### config.mk
export PLATFORM = sky130hd
export DESIGN_NAME = dec_stage2
export DESIGN_NICKNAME = d
export VERILOG_FILES = /design/src/rtl/dec_pkg.sv /design/src/rtl/dec_cond_eval.sv /design/src/rtl/dec_operand_sel.sv /design/src/rtl/dec_stage2.sv
export SDC_FILE = /design/constraint.sdc
export NUM_CORES = 1
export LEC_CHECK = 0
export ABC_CLOCK_PERIOD_IN_PS = 4200
export BUFFER_PORTS_ARGS = -buffer_cell sky130_fd_sc_hd__buf_2
export CELL_PAD_IN_SITES_DETAIL_PLACEMENT = 1
export CELL_PAD_IN_SITES_GLOBAL_PLACEMENT = 1
export CORE_MARGIN = 2
export CORE_UTILIZATION = 31
export CTS_CLUSTER_SIZE = 14
export DETAILED_ROUTE_END_ITERATION = 16
export PLACE_DENSITY_LB_ADDON = 0.1
export SLEW_MARGIN = 0
export SYNTH_ARGS = -nofsm -noshare
export SYNTH_HDL_FRONTEND = slang
export SYNTH_SLANG_ARGS = --single-unit
### constraint.sdc
create_clock -name clk -period 4.2 [get_ports clk]
set_clock_uncertainty 0.05 [all_clocks]
set_input_delay 0.63 -clock clk [delete_from_list [all_inputs] [get_ports clk]]
set_output_delay 0.63 -clock clk [all_outputs]
set_load 0.03 [all_outputs]
### src/rtl/dec_pkg.sv
package dec_pkg;
    parameter int XLEN     = 32;
    parameter int REG_AW   = 5;
    parameter int OPC_W    = 5;
    parameter int C1_W     = 22;
    parameter int C2_W     = 17;
    parameter int COND_W   = 3;
    localparam int PC_STEP = XLEN / 8;

    localparam logic [OPC_W-1:0] OP_NOP    = 5'd0;
    localparam logic [OPC_W-1:0] OP_LD     = 5'd1;
    localparam logic [OPC_W-1:0] OP_LDR    = 5'd2;
    localparam logic [OPC_W-1:0] OP_ST     = 5'd3;
    localparam logic [OPC_W-1:0] OP_STR    = 5'd4;
    localparam logic [OPC_W-1:0] OP_BR     = 5'd8;
    localparam logic [OPC_W-1:0] OP_BRL    = 5'd9;
    localparam logic [OPC_W-1:0] OP_ALU_LO = 5'd16;
    localparam logic [OPC_W-1:0] OP_IMM_LO = 5'd24;
    localparam logic [OPC_W-1:0] OP_STOP   = 5'd31;

    typedef enum logic [2:0] {
        CLS_NONE, CLS_LS_REL, CLS_LS_DISP, CLS_BR,
        CLS_BRL, CLS_ALU_REG, CLS_ALU_IMM, CLS_STOP
    } op_class_e;

    typedef enum logic [COND_W-1:0] {
        CND_NEVER, CND_ALWAYS, CND_ZERO, CND_NONZERO, CND_GEZ, CND_LTZ
    } cond_e;

    typedef struct packed {
        logic [OPC_W-1:0]  opc;
        logic [REG_AW-1:0] ra;
        logic [REG_AW-1:0] rb;
        logic [REG_AW-1:0] rc;
        logic [11:0]       low;
    } instr_t;

    typedef struct packed {
        logic [XLEN-1:0] x;
        logic [XLEN-1:0] y;
        logic [XLEN-1:0] md;
    } operands_t;

    function automatic op_class_e classify(input logic [OPC_W-1:0] opc);
        op_class_e c;
        if (opc == OP_STOP)                    c = CLS_STOP;
        else if (opc >= OP_IMM_LO)             c = CLS_ALU_IMM;
        else if (opc >= OP_ALU_LO)             c = CLS_ALU_REG;
        else if (opc == OP_LDR || opc == OP_STR) c = CLS_LS_REL;
        else if (opc == OP_LD || opc == OP_ST)   c = CLS_LS_DISP;
        else if (opc == OP_BR)                 c = CLS_BR;
        else if (opc == OP_BRL)                c = CLS_BRL;
        else                                   c = CLS_NONE;
        return c;
    endfunction

    function automatic logic is_store(input logic [OPC_W-1:0] opc);
        return (opc == OP_ST) || (opc == OP_STR);
    endfunction

    function automatic logic [XLEN-1:0] sext_c1(input logic [C1_W-1:0] v);
        return {{(XLEN-C1_W){v[C1_W-1]}}, v};
    endfunction

    function automatic logic [XLEN-1:0] sext_c2(input logic [C2_W-1:0] v);
        return {{(XLEN-C2_W){v[C2_W-1]}}, v};
    endfunction
endpackage

### src/rtl/dec_cond_eval.sv
module dec_cond_eval
    import dec_pkg::*;
(
    input  logic [COND_W-1:0] cond_i,
    input  logic [XLEN-1:0]   value_i,
    output logic              true_o
);
    logic is_zero;
    logic is_neg;

    assign is_zero = (value_i == '0);
    assign is_neg  = value_i[XLEN-1];

    always_comb begin
        case (cond_i)
            CND_ALWAYS:  true_o = 1'b1;
            CND_ZERO:    true_o = is_zero;
            CND_NONZERO: true_o = !is_zero;
            CND_GEZ:     true_o = !is_neg;
            CND_LTZ:     true_o = is_neg;
            default:     true_o = 1'b0;
        endcase
    end
endmodule

### src/rtl/dec_operand_sel.sv
module dec_operand_sel
    import dec_pkg::*;
(
    input  op_class_e         cls_i,
    input  logic              store_i,
    input  logic [XLEN-1:0]   pc2_i,
    input  logic [C1_W-1:0]   c1_i,
    input  logic [C2_W-1:0]   c2_i,
    input  logic [REG_AW-1:0] rb_idx_i,
    input  logic [XLEN-1:0]   ra_val_i,
    input  logic [XLEN-1:0]   rb_val_i,
    input  logic [XLEN-1:0]   rc_val_i,
    output operands_t         ops_o
);
    logic [XLEN-1:0] base_val;

    assign base_val = (rb_idx_i == '0) ? '0 : rb_val_i;

    always_comb begin
        ops_o    = '0;
        ops_o.md = store_i ? ra_val_i : '0;
        case (cls_i)
            CLS_LS_REL: begin
                ops_o.x = pc2_i;
                ops_o.y = sext_c1(c1_i);
            end
            CLS_LS_DISP: begin
                ops_o.x = base_val;
                ops_o.y = sext_c2(c2_i);
            end
            CLS_BRL: ops_o.x = pc2_i;
            CLS_ALU_REG: begin
                ops_o.x = rb_val_i;
                ops_o.y = rc_val_i;
            end
            CLS_ALU_IMM: begin
                ops_o.x = rb_val_i;
                ops_o.y = sext_c2(c2_i);
            end
            default: ;
        endcase
    end
endmodule

### src/rtl/dec_stage2.sv
module dec_stage2
    import dec_pkg::*;
(
    input  logic              clk,
    input  logic              rst,
    input  logic              stall_i,
    input  logic [XLEN-1:0]   ir2_i,
    input  logic [XLEN-1:0]   pc2_i,
    input  logic [XLEN-1:0]   pc1_i,
    output logic [REG_AW-1:0] rf_ra_addr_o,
    output logic [REG_AW-1:0] rf_rb_addr_o,
    output logic [REG_AW-1:0] rf_rc_addr_o,
    input  logic [XLEN-1:0]   rf_ra_data_i,
    input  logic [XLEN-1:0]   rf_rb_data_i,
    input  logic [XLEN-1:0]   rf_rc_data_i,
    output logic [XLEN-1:0]   x3_o,
    output logic [XLEN-1:0]   y3_o,
    output logic [XLEN-1:0]   md3_o,
    output logic [XLEN-1:0]   ir3_o,
    output logic [XLEN-1:0]   pc_next_o,
    output logic              pc_we_o,
    output logic              run_o
);
    instr_t    ins;
    op_class_e cls;
    operands_t ops_next;
    operands_t ops_q;
    logic      cond_true;
    logic      is_branch;
    logic      run_q;

    assign ins          = instr_t'(ir2_i);
    assign cls          = classify(ins.opc);
    assign rf_ra_addr_o = ins.ra;
    assign rf_rb_addr_o = ins.rb;
    assign rf_rc_addr_o = ins.rc;

    dec_operand_sel u_sel (
        .cls_i    (cls),
        .store_i  (is_store(ins.opc)),
        .pc2_i    (pc2_i),
        .c1_i     (ir2_i[C1_W-1:0]),
        .c2_i     (ir2_i[C2_W-1:0]),
        .rb_idx_i (ins.rb),
        .ra_val_i (rf_ra_data_i),
        .rb_val_i (rf_rb_data_i),
        .rc_val_i (rf_rc_data_i),
        .ops_o    (ops_next)
    );

    dec_cond_eval u_cond (
        .cond_i  (ir2_i[COND_W-1:0]),
        .value_i (rf_rc_data_i),
        .true_o  (cond_true)
    );

    assign is_branch = (cls == CLS_BR) || (cls == CLS_BRL);
    assign pc_next_o = (is_branch && cond_true) ? rf_rb_data_i
                                                 : pc1_i + XLEN'(PC_STEP);
    assign pc_we_o   = !stall_i && run_q;

    always_ff @(posedge clk) begin
        if (rst) begin
            ops_q <= '0;
            ir3_o <= '0;
            run_q <= 1'b1;
        end else if (stall_i) begin
            ir3_o <= '0;
        end else begin
            ops_q <= ops_next;
            ir3_o <= ir2_i;
            if (cls == CLS_STOP) run_q <= 1'b0;
        end
    end

    assign x3_o  = ops_q.x;
    assign y3_o  = ops_q.y;
    assign md3_o = ops_q.md;
    assign run_o = run_q;

    p_ir_forward_r8: assert property (@(posedge clk) disable iff (rst)
        !stall_i |=> ir3_o == $past(ir2_i));
    p_stall_bubble_r13: assert property (@(posedge clk) disable iff (rst)
        stall_i |=> ir3_o == '0);
    p_stall_hold_r13: assert property (@(posedge clk) disable iff (rst)
        stall_i |=> ($stable(x3_o) && $stable(y3_o) && $stable(md3_o) && $stable(run_o)));
    p_stop_clears_r11: assert property (@(posedge clk) disable iff (rst)
        (!stall_i && ir2_i[XLEN-1 -: OPC_W] == OP_STOP) |=> !run_o);
    p_run_sticky_r11: assert property (@(posedge clk) disable iff (rst)
        !run_o |=> !run_o);
    p_target_r10: assert property (@(posedge clk) disable iff (rst)
        (pc_next_o != pc1_i + XLEN'(PC_STEP)) |-> (is_branch && pc_next_o == rf_rb_data_i));
endmodule

==> results of run 1 <==
==> worst max-delay path, delay by kind of cell <==
kind / cells / cell delay (ns)
AO/OA/AOI/OAI: 3 / 0.55
adder cells (fa/ha/maj): 1 / 0.17
buffers and inverters: 4 / 0.55
multiplexers: 1 / 0.37
AND/OR/NAND/NOR: 3 / 1.00
==> cells in the mapped netlist (4+ instances only) <==
| master | count | area [um^2] |
|---|---|---|
| nor4_1 | 21 | 131 |
| nor3_1 | 9 | 45.0 |
| xor2_1 | 11 | 96.3 |
| o21ai_0 | 7 | 35.0 |
| a21oi_1 | 5 | 25.0 |
| and4_1 | 5 | 43.8 |
| inv_1 | 42 | 158 |
| nand3_1 | 14 | 70.1 |
| nand4_1 | 6 | 37.5 |
| clkbuf_1 | 45 | 169 |
| dfxtp_1 | 129 | 2580 |
| a31oi_1 | 4 | 25.0 |
| nand2_1 | 12 | 45.0 |
| nor2_1 | 70 | 263 |
| a221o_1 | 4 | 40.0 |
| buf_6 | 4 | 45.0 |
| and2_1 | 32 | 200 |
| a222oi_1 | 32 | 320 |
| ha_1 | 5 | 62.6 |
| or3_1 | 5 | 31.3 |
| a22oi_1 | 64 | 480 |
| mux2_4 | 23 | 345 |
| and3_1 | 5 | 31.3 |
| nor2b_1 | 4 | 25.0 |
| buf_4 | 15 | 113 |
| xnor2_1 | 15 | 131 |
| a22o_1 | 17 | 149 |
| a21o_1 | 12 | 90.1 |
==> report_power, final <==
group | leakage (nW) | switching, mW | total [mW] | internal [mW]
Sequential | 1.05 | 0.0200 | 1.29 | 1.27
Combinational | 3.12 | 0.421 | 0.667 | 0.246
Clock | 0.293 | 0.609 | 1.53 | 0.919
Total | 4.46 | 1.05 | 3.49 | 2.44
==> sequential cells by signal, indices dropped and copies added (netlist names) <==
| signal | count |
|---|---|
| ir3_o | 32 |
| x3_o | 32 |
| md3_o | 32 |
| run_o | 1 |
| y3_o | 32 |
==> worst paths after layout <==
kind / end / depth (start not counted) / from / slack, ns
setup / recovery: pc_next_o[30] / 12 / ir2_i[30] / 0.23
hold / removal: ir3_o[24]$_SDFF_PP0_ / 2 / ir2_i[24] / 0.36
setup reg to reg: x3_o[9]$_SDFFE_PP0N_ / 2 / x3_o[9]$_SDFFE_PP0N_ / 3.31
hold reg to reg: x3_o[18]$_SDFFE_PP0N_ / 2 / x3_o[18]$_SDFFE_PP0N_ / 0.43
==> kinds of logic (layout without fill, tap and decap cells) <==
| group | after synthesis | in the layout | share of synthesized area [%] |
|---|---|---|---|
| DFF | 129 | 129 | 42.6 |
| other | 0 | 7 | 0 |
| AOI/OAI and AO/OA | 157 | 157 | 21.1 |
| buffers and inverters | 111 | 459 | 8.87 |
| adders and majority gates | 5 | 5 | 1.03 |
| and+or+nand+nor | 193 | 193 | 16.7 |
| xor gates and xnor gates | 26 | 26 | 3.75 |
| muxes | 25 | 25 | 6.06 |
==> per-stage QoR <==
step           utilization [%]  power (mW)  worst slack (ns)  cell area [um^2]  hold WS, ns
2_1_floorplan                -        1.74             0.422              6070        0.580
3_3_place_gp              41.6        1.99             0.317              8040        0.412
3_5_place_dp              41.6        1.99             0.253              8040        0.414
4_1_cts                   44.7        3.53             0.237              8640        0.344
5_1_grt                   44.8        3.62            0.0639              8650        0.363
6_report                  44.8        3.49             0.227              8660        0.362
==> layer usage <==
layer	global-route usage, %	routed length [um]	vias up
li1	-	-	3026
met1	25.4	9610	2993
met2	38.7	11900	249
met3	7.86	2210	23
met4	6.35	361	0
met5	0	0	-
==> area by class of cell <==
type                       count  area, um^2  area share [%]
multi-input combinational    406        3000            34.7
sequential                   129        2580            29.8
timing repair buffer         385        1960            22.7
clock buffer                  20         457            5.27
tap                          265         332            3.83
inverter                      42         158            1.82
clock inverter                12         146            1.69
antenna                        7        17.5           0.202
==> cell usage in the layout (no fill, tap or decap), types with 4 or more instances in the layout <==
cell type and count:
buf_2 371, dfxtp_1 129, nor2_1 68, a22oi_1 64
inv_1 42, and2_1 32, a222oi_1 32, mux2_4 23
nor4_1 21, a22o_1 17, clkbuf_16 17, xnor2_1 15
nand3_1 14, buf_4 14, nand2_1 12, a21o_1 12
xor2_1 11, nor3_1 9, diode_2 7, o21ai_0 7
nand4_1 6, a21oi_1 5, and4_1 5, and3_1 5
or3_1 5, ha_1 5, inv_6 5, a31oi_1 4
a221o_1 4, clkinv_4 4
==> reports/metrics.cfg, run 1 <==
[floorplanning]
rows = 51
io_pins = 372
die-area_mm2 = 0.0207
core_area_mm2 = 0.0193
initial_core_util_pct = 31.4
die_y_um = 144
die_w_um = 144

[synth]
ys_warn_count = 0
netlist_area_mm2 = 0.00607
ys_ff_latch = 129
synthDistinctLibCells = 51
ys_async_sr_fraction_pct = 0
avgSynthCellArea_um2 = 9.39
ys.flop_type = dfxtp_1
synth-edff-count = 0
syn_nets = 846
syn_inst = 646
yosysSeqAreaShare_pct = 42.6

[detailed_routing]
post_drt_wl_per_cell_um = 19.0
drt_pass1_iterations = 8
drt_iter0_markers = 331
drc = 0
vias = 6291
viasPerCell = 4.97
ant_nets = 0
wirelength_um = 24100

[cts]
clock_path_buffers = 2
cts_buffers = 17
cts.sinks = 129
cts_setup_buffers = 0
cts_tree = done
h-tree-depth = 4
path_clk_slew_ns = 0.07
cts_hold_buf = 0
clk_latency_ns = 0.42
ctsResizeCount = 0
cts-root-buf = clkbuf_16

[placement]
io_buffers = 371
place.detailed.hpwl_um = 18300
gp_congestion = 0.799
place_inst = 1227

[timing]
post-route-min-period_ns = 3.97
setup-violations-final = 0
rsz0062_at_grt = no
period_share_pct = 94.6
hold_viol = 0
finalSetupTns_ns = 0
fmax_ghz = 0.252
tightestPinTransition_ns = 0.819
slew_headroom_pct = 45.0
slew_violations = 0

[layout]
layout.nets = 1181
final.fill_count = 2375
drive_above_1_share_pct = 45.8
area_growth_pct = 42.7
fin_cells = 1266

[global_routing]
overflow = 0
grt_max_degree = 70
grt_pass1_vias = 6072
grt_usage_pct = 22.1
grt_pass1_wl_um = 34900
antenna_found_initial = 6

[power]
ir_drop_v = 0.000284
power_density_mw_per_mm2 = 403
power_leakage_nw = 4.46

[critical_path]
cpPeakStageDelay_ns = 0.63
end_kind = primary output
slowest_stage = or3_4
worstPathRequired_ns = 3.52
critPathArrivalTime_ns = 3.29
worstPathCellList = buf_2 -> inv_1 -> nor4_1 -> a21oi_1 -> o21a_1 -> inv_1 -> ha_1 -> nand3_1 -> a2bb2o_4 -> or3_4 -> mux2_4 -> buf_2
path_class = in2out
path_max_fanout = 32
worst_setup_path_start_kind = input port

[outcome]
status = completed

[run]
maxCapViolCount = 0

[worst_hold_path]
hold_class = in2reg

Note: power is estimated with default switching activity, not from simulation.
==> inputs of run 2 (changes only) <==
--- a/config.mk
+++ b/config.mk
@@ -5,12 +5,13 @@
 export SDC_FILE = /design/constraint.sdc
 export NUM_CORES = 1
 export LEC_CHECK = 0
-export ABC_CLOCK_PERIOD_IN_PS = 4200
+export ABC_CLOCK_PERIOD_IN_PS = 3500
 export BUFFER_PORTS_ARGS = -buffer_cell sky130_fd_sc_hd__buf_2
 export CELL_PAD_IN_SITES_DETAIL_PLACEMENT = 1
 export CELL_PAD_IN_SITES_GLOBAL_PLACEMENT = 1
+export CORE_ASPECT_RATIO = 2
 export CORE_MARGIN = 2
-export CORE_UTILIZATION = 31
+export CORE_UTILIZATION = 28
 export CTS_CLUSTER_SIZE = 14
 export DETAILED_ROUTE_END_ITERATION = 16
 export PLACE_DENSITY_LB_ADDON = 0.1
==> constraint.sdc (replaced) <==
create_clock -name clk -period 3.5 [get_ports clk]
set_clock_uncertainty 0.05 [all_clocks]
set_input_delay 0.525 -clock clk [delete_from_list [all_inputs] [get_ports clk]]
set_output_delay 0.525 -clock clk [all_outputs]
set_load 0.03 [all_outputs]
==> reports/metrics.cfg, run 2 (synthesized netlist as in run 1, its figures left out) <==
[placement]
place_inst = 1244  ; +1.4%
placed_cell_area_mm2 = 0.00812  ; +1.1%
place.detailed.hpwl_um = 19700  ; +7.7%
gp_congestion = 0.805  ; +0.74%
io_buffers = 371  ; unchanged
place_ws_ns = -0.0154  ; -0.268 ns

[detailed_routing]
vias = 6468  ; +2.8%
drt_pass1_iterations = 6  ; -2
post_drt_wl_per_cell_um = 20.5  ; +7.7%
ant_nets = 0  ; unchanged
viasPerCell = 5.06  ; +1.8%
drt_iter0_markers = 294  ; -11%
wirelength_um = 26200  ; +8.7%
drc = 0  ; unchanged

[critical_path]
worstPathRequired_ns = 2.92  ; -0.60 ns
slowest_stage = or3_4
cpPeakStageDelay_ns = 0.41  ; -0.22 ns
path_max_fanout = 10  ; -69%
path_class = in2out
critPathArrivalTime_ns = 2.85  ; -0.44 ns
worst_setup_path_start_kind = input port
path_delay_family = buffers and inverters
worstPathCellList = buf_2 -> xor2_2 -> a21oi_1 -> o21a_1 -> inv_2 -> ha_4 -> nand3_2 -> a2bb2o_4 -> or3_4 -> clkbuf_16 -> mux2_4 -> buf_4
crit_buf_inv = 4  ; unchanged
end_kind = primary output

[power]
ir_drop_v = 0.000271  ; -4.6%
power_density_mw_per_mm2 = 468  ; +16%
power_leakage_nw = 4.56  ; +2.1%

[layout]
multi_input_area_mm2 = 0.00304  ; +1.3%
layout.nets = 1194  ; +1.1%
drive_above_1_share_pct = 47.0  ; +1.2 points
regArea_mm2 = 0.00258  ; unchanged
area_growth_pct = 46.7
fin_area_mm2 = 0.00890  ; +2.8%
fin_cells = 1278  ; +0.95%
layout.cells.most_common = buf_2
antenna_cells = 0  ; -7
most-common-layout-cells = buf_2 (354), dfxtp_1 (129), nor2_1 (68), a22oi_1 (64), inv_1 (40)
final.fill_count = 2629  ; +11%

[global_routing]
globalRouteMet2Util_pct = 44.5  ; +5.7 points
grt_max_degree = 73  ; +4.3%
grt_pass1_vias = 6704  ; +10%
grt_use_met1_pct = 19.6  ; -5.8 points
grt_usage_pct = 22.1  ; -0.024 points
antenna_found_initial = 0  ; -6
top_usage_layer = met2
met3_usage_pct = 7.05  ; -0.81 points
overflow = 0  ; unchanged
grt_pass1_wl_um = 37800  ; +8.2%

[timing]
hold_viol = 0  ; unchanged
fmax_ghz = 0.292
slew_violations = 0  ; unchanged
hold_slack_ns = 0.256  ; -0.106 ns
slew_headroom_pct = 12.1  ; -33 points
tightestPinTransition_ns = 1.32  ; +0.500 ns
period_share_pct = 97.8
post-route-min-period_ns = 3.42
setup_slack_ns = 0.0762  ; -0.151 ns
setup-violations-final = 0  ; unchanged

[run]
maxCapViolCount = 0  ; unchanged

[floorplanning]
die_w_um = 108  ; -25%
core_area_mm2 = 0.0214  ; +11%
io_pins = 372  ; unchanged
rows = 76  ; +49%
die-area_mm2 = 0.0229  ; +11%
initial_core_util_pct = 28.4  ; -3.0 points
die_y_um = 212  ; +47%

[cts]
path_clk_slew_ns = 0.05  ; -0.02 ns
h-tree-depth = 4  ; unchanged
clk_latency_ns = 0.43  ; about the same
cts_buffers = 17  ; unchanged
cts_hold_buf = 0  ; unchanged
clock_path_buffers = 2  ; unchanged
cts_tree = done
cts-root-buf = clkbuf_16
cts.sinks = 129  ; unchanged

[outcome]
status = completed

[worst_hold_path]
hold_class = in2reg

==> run 2: changes by cell type in the layout (fill, tap and decap cells not counted), sizes merged <==
| cell | delta |
|---|---|
| buf | +11 |
| diode | -7 |
| inv | -5 |
| clkinvlp | +4 |
| clkbuf | +2 |
| clkinv | -1 |
==> run 2: worst register-to-register path, cell delays in order, from the launching register on <==
cell	delay, ns
dfxtp_1	0.31
a222oi_1	0.32
inv_1	0.07
==> run 2: path summary, 6_finish.rpt <==
check	startpoint	endpoint	slack [ns]	depth (start not counted)
hold reg to reg	x3_o[7]$_SDFFE_PP0N_	x3_o[7]$_SDFFE_PP0N_	0.43	2
hold / removal	ir2_i[22]	ir3_o[22]$_SDFF_PP0_	0.26	2
setup / recovery	ir2_i[29]	pc_next_o[23]	0.08	12
setup reg to reg	x3_o[5]$_SDFFE_PP0N_	x3_o[5]$_SDFFE_PP0N_	2.64	2
==> run 2: layer usage <==
layer	wire, um	vias to the layer above	share of wire (%)
met5	0	-	0
met1	8430	3141	32
met3	1900	30	7.3
met2	15200	251	58
met4	610	0	2.3
li1	-	3046	-
==> run 2: report_power, final <==
part / switching (mW) / total (mW) / internal (mW) / leakage [nW]
Combinational: 0.534 / 0.866 / 0.333 / 3.24
Sequential: 0.0227 / 1.55 / 1.53 / 1.05
Clock: 0.679 / 1.75 / 1.07 / 0.266
Total: 1.24 / 4.17 / 2.93 / 4.56
==> run 2: through the flow <==
step	TNS, ns	utilization [%]	total power, mW
detailed placement	-0.115	38.0	2.42
global route	-0.000141	41.6	4.34
CTS	0	40.7	4.19
global placement	0	38.0	2.41
floorplan	-0.423	-	2.09
finish	0	41.6	4.17
==> run 2: final cells by class <==
class                           count  share of cell area, %
Sequential cell                   129                   29.0
Tap cell                          273                   3.84
Multi-Input combinational cell    406                   34.2
Clock inverter                     10                   1.27
Timing Repair Buffer              398                   24.7
Clock buffer                       20                   5.13
Inverter                           42                   1.80
==> run 2: repair_timing <==
action                                  in CTS  in global routing
setup buffers                                0                  1
endpoints found under the setup margin      23                 32
cloned                                       0                  3
pin swaps                                    0                  4
gates resized for setup                      1                 56
==> inputs of run 3 (changes only) <==
--- a/config.mk
+++ b/config.mk
@@ -14,6 +14,7 @@
 export CORE_UTILIZATION = 28
 export CTS_CLUSTER_SIZE = 14
 export DETAILED_ROUTE_END_ITERATION = 16
+export MAX_ROUTING_LAYER = met4
 export PLACE_DENSITY_LB_ADDON = 0.1
 export SLEW_MARGIN = 0
 export SYNTH_ARGS = -nofsm -noshare
==> reports/metrics.cfg, run 3 (synthesized netlist as in run 1, its figures left out) <==
[cts]
cts_buffers = 17  ; unchanged
cts.sinks = 129  ; unchanged
clk_latency_ns = 0.43  ; about the same
cts-root-buf = clkbuf_16
h-tree-depth = 4  ; unchanged
clock_path_buffers = 2  ; unchanged
path_clk_slew_ns = 0.06  ; about the same
cts_tree = done

[power]
comb_power_share_pct = 20.9  ; about the same
internal_power_mw = 2.94  ; +0.20%
p_seq_share_pct = 37.1  ; about the same
ir_drop_v = 0.000271  ; -0.18%
clockPowerShare_pct = 42.0  ; about the same
switching_share_pct = 29.7  ; +0.045 points
p_total_mw = 4.18  ; +0.26%
power_leakage_nw = 4.57  ; +0.23%
power_density_mw_per_mm2 = 468  ; -0.11%
p_switching_mw = 1.24  ; +0.41%

[critical_path]
ff2ff_path_depth = 2  ; unchanged
worstPathRequired_ns = 2.92  ; about the same
path_max_fanout = 9  ; -1
worst_setup_path_start_kind = input port
path_class = in2out
cpPeakStageDelay_ns = 0.41  ; about the same
worstPathCellList = clkbuf_4 -> nor4_4 -> a21oi_1 -> o21a_1 -> inv_2 -> ha_4 -> nand3_2 -> a2bb2o_4 -> or3_4 -> buf_16 -> mux2_4 -> buf_2
path_delay_family = simple AND/OR/NAND/NOR gates
critPathArrivalTime_ns = 2.84  ; about the same
slowest_stage = or3_4
crit_buf_inv = 4  ; unchanged
end_kind = primary output
cp_num_cells = 12  ; unchanged

[placement]
io_buffers = 371  ; unchanged
gp_congestion = 0.817  ; +1.5%
place.detailed.hpwl_um = 19700  ; unchanged
placed_cell_area_mm2 = 0.00812  ; unchanged
place_inst = 1244  ; unchanged

[detailed_routing]
drt_pass1_iterations = 6  ; unchanged
post_drt_wl_per_cell_um = 20.5  ; +0.17%
drt-met1-wl_um = 8600  ; +2.0%
top_layer_used = met4
ant_nets = 0  ; unchanged
drc = 0  ; unchanged
wirelength_um = 26200  ; +0.17%
viasPerCell = 5.06  ; about the same
wl_met2_um = 15200  ; -0.16%
wl_met3_um = 1690  ; -11%
vias = 6465  ; -0.046%
drt_iter0_markers = 303  ; +3.1%

[layout]
fin_area_mm2 = 0.00893  ; +0.37%
layout.cells.most_common = buf_2
antenna_cells = 0  ; unchanged
area_growth_pct = 47.2
fin_cells = 1278  ; unchanged
most-common-layout-cells = buf_2 (347), dfxtp_1 (129), nor2_1 (68), a22oi_1 (64), inv_1 (40)
drive_above_1_share_pct = 47.0  ; unchanged
layout.nets = 1194  ; unchanged

[global_routing]
antenna_found_initial = 0  ; unchanged
grt_max_degree = 73  ; unchanged
grt_pass1_wl_um = 37700  ; -0.18%
grt_pass1_vias = 6722  ; +0.27%
overflow = 0  ; unchanged
grt_usage_pct = 22.8  ; +0.65 points

[timing]
fmax_ghz = 0.293  ; +0.40%
slew_headroom_pct = 10.7  ; -1.4 points
tightestPinTransition_ns = 1.34  ; +0.0207 ns
slew_violations = 0  ; unchanged
post-route-min-period_ns = 3.41  ; -0.0138 ns
hold_viol = 0  ; unchanged
period_share_pct = 97.4  ; -0.39 points
setup-violations-final = 0  ; unchanged

[worst_hold_path]
hold_path_depth = 2  ; unchanged
hold_class = in2reg

[floorplanning]
core_area_mm2 = 0.0214  ; unchanged
die_y_um = 212  ; unchanged
die_w_um = 108  ; unchanged
rows = 76  ; unchanged
io_pins = 372  ; unchanged
die-area_mm2 = 0.0229  ; unchanged
initial_core_util_pct = 28.4  ; unchanged

[outcome]
status = completed

[run]
maxCapViolCount = 0  ; unchanged

==> run 3: worst register-to-register path: cells and delay by family (launching register included) <==
kind | cells | cell delay (ns)
AOI/OAI and AO/OA | 1 | 0.34
buffers and inverters | 1 | 0.07
DFF | 1 | 0.31
==> run 3: final cells by class <==
class | count | area (um^2)
fill | 2620 | 12500
multi-input combinational | 406 | 3040
sequential | 129 | 2580
timing repair buffer | 398 | 2230
clock buffer | 20 | 457
tap | 273 | 342
inverter | 42 | 160
clock inverter | 10 | 113
==> run 3: power by group through the flow <==
| stage | Sequential (mW) | Combinational (mW) | Clock (mW) |
|---|---|---|---|
| after floorplan | 1.69 | 0.392 | 0 |
| after global placement | 1.58 | 0.829 | 0 |
| after detailed placement | 1.58 | 0.837 | 0 |
| after CTS | 1.55 | 0.840 | 1.80 |
| after global routing | 1.55 | 0.937 | 1.86 |
| final | 1.55 | 0.874 | 1.75 |
==> run 3: timing repair <==
item,4_1_cts,5_1_grt
hold buffers,0,0
pin swaps,0,4
gates resized for setup,1,72
endpoints found under the setup margin,23,32
buffers inserted,0,1
gates cloned,0,3
==> run 3: stage by stage <==
stage                     hold slack (ns)  util, %  setup WS (ns)   TNS, ns
after floorplan                     0.580        -        -0.0683    -0.423
after detailed placement            0.419     38.0        -0.0154    -0.115
after global placement              0.407     38.0         0.0503         0
after global routing                0.249     41.7       -0.00203  -0.00293
final                               0.251     41.7         0.0900         0
after CTS                           0.231     40.7        0.00792         0
==> run 3: path summary, 6_finish.rpt <==
kind                         start                     to  slack [ns]
max reg2reg  x3_o[22]$_SDFFE_PP0N_  x3_o[22]$_SDFFE_PP0N_        2.62
min                       ir2_i[4]    ir3_o[4]$_SDFF_PP0_        0.25
min reg2reg  x3_o[16]$_SDFFE_PP0N_  x3_o[16]$_SDFFE_PP0N_        0.43
max                      ir2_i[28]           pc_next_o[6]        0.09
==> run 3: layer usage <==
layer,GRT usage (%),vias to the layer above
met1,20.3,3134
met4,8.44,0
li1,-,3045
met5,-,-
met2,44.6,250
met3,5.95,36
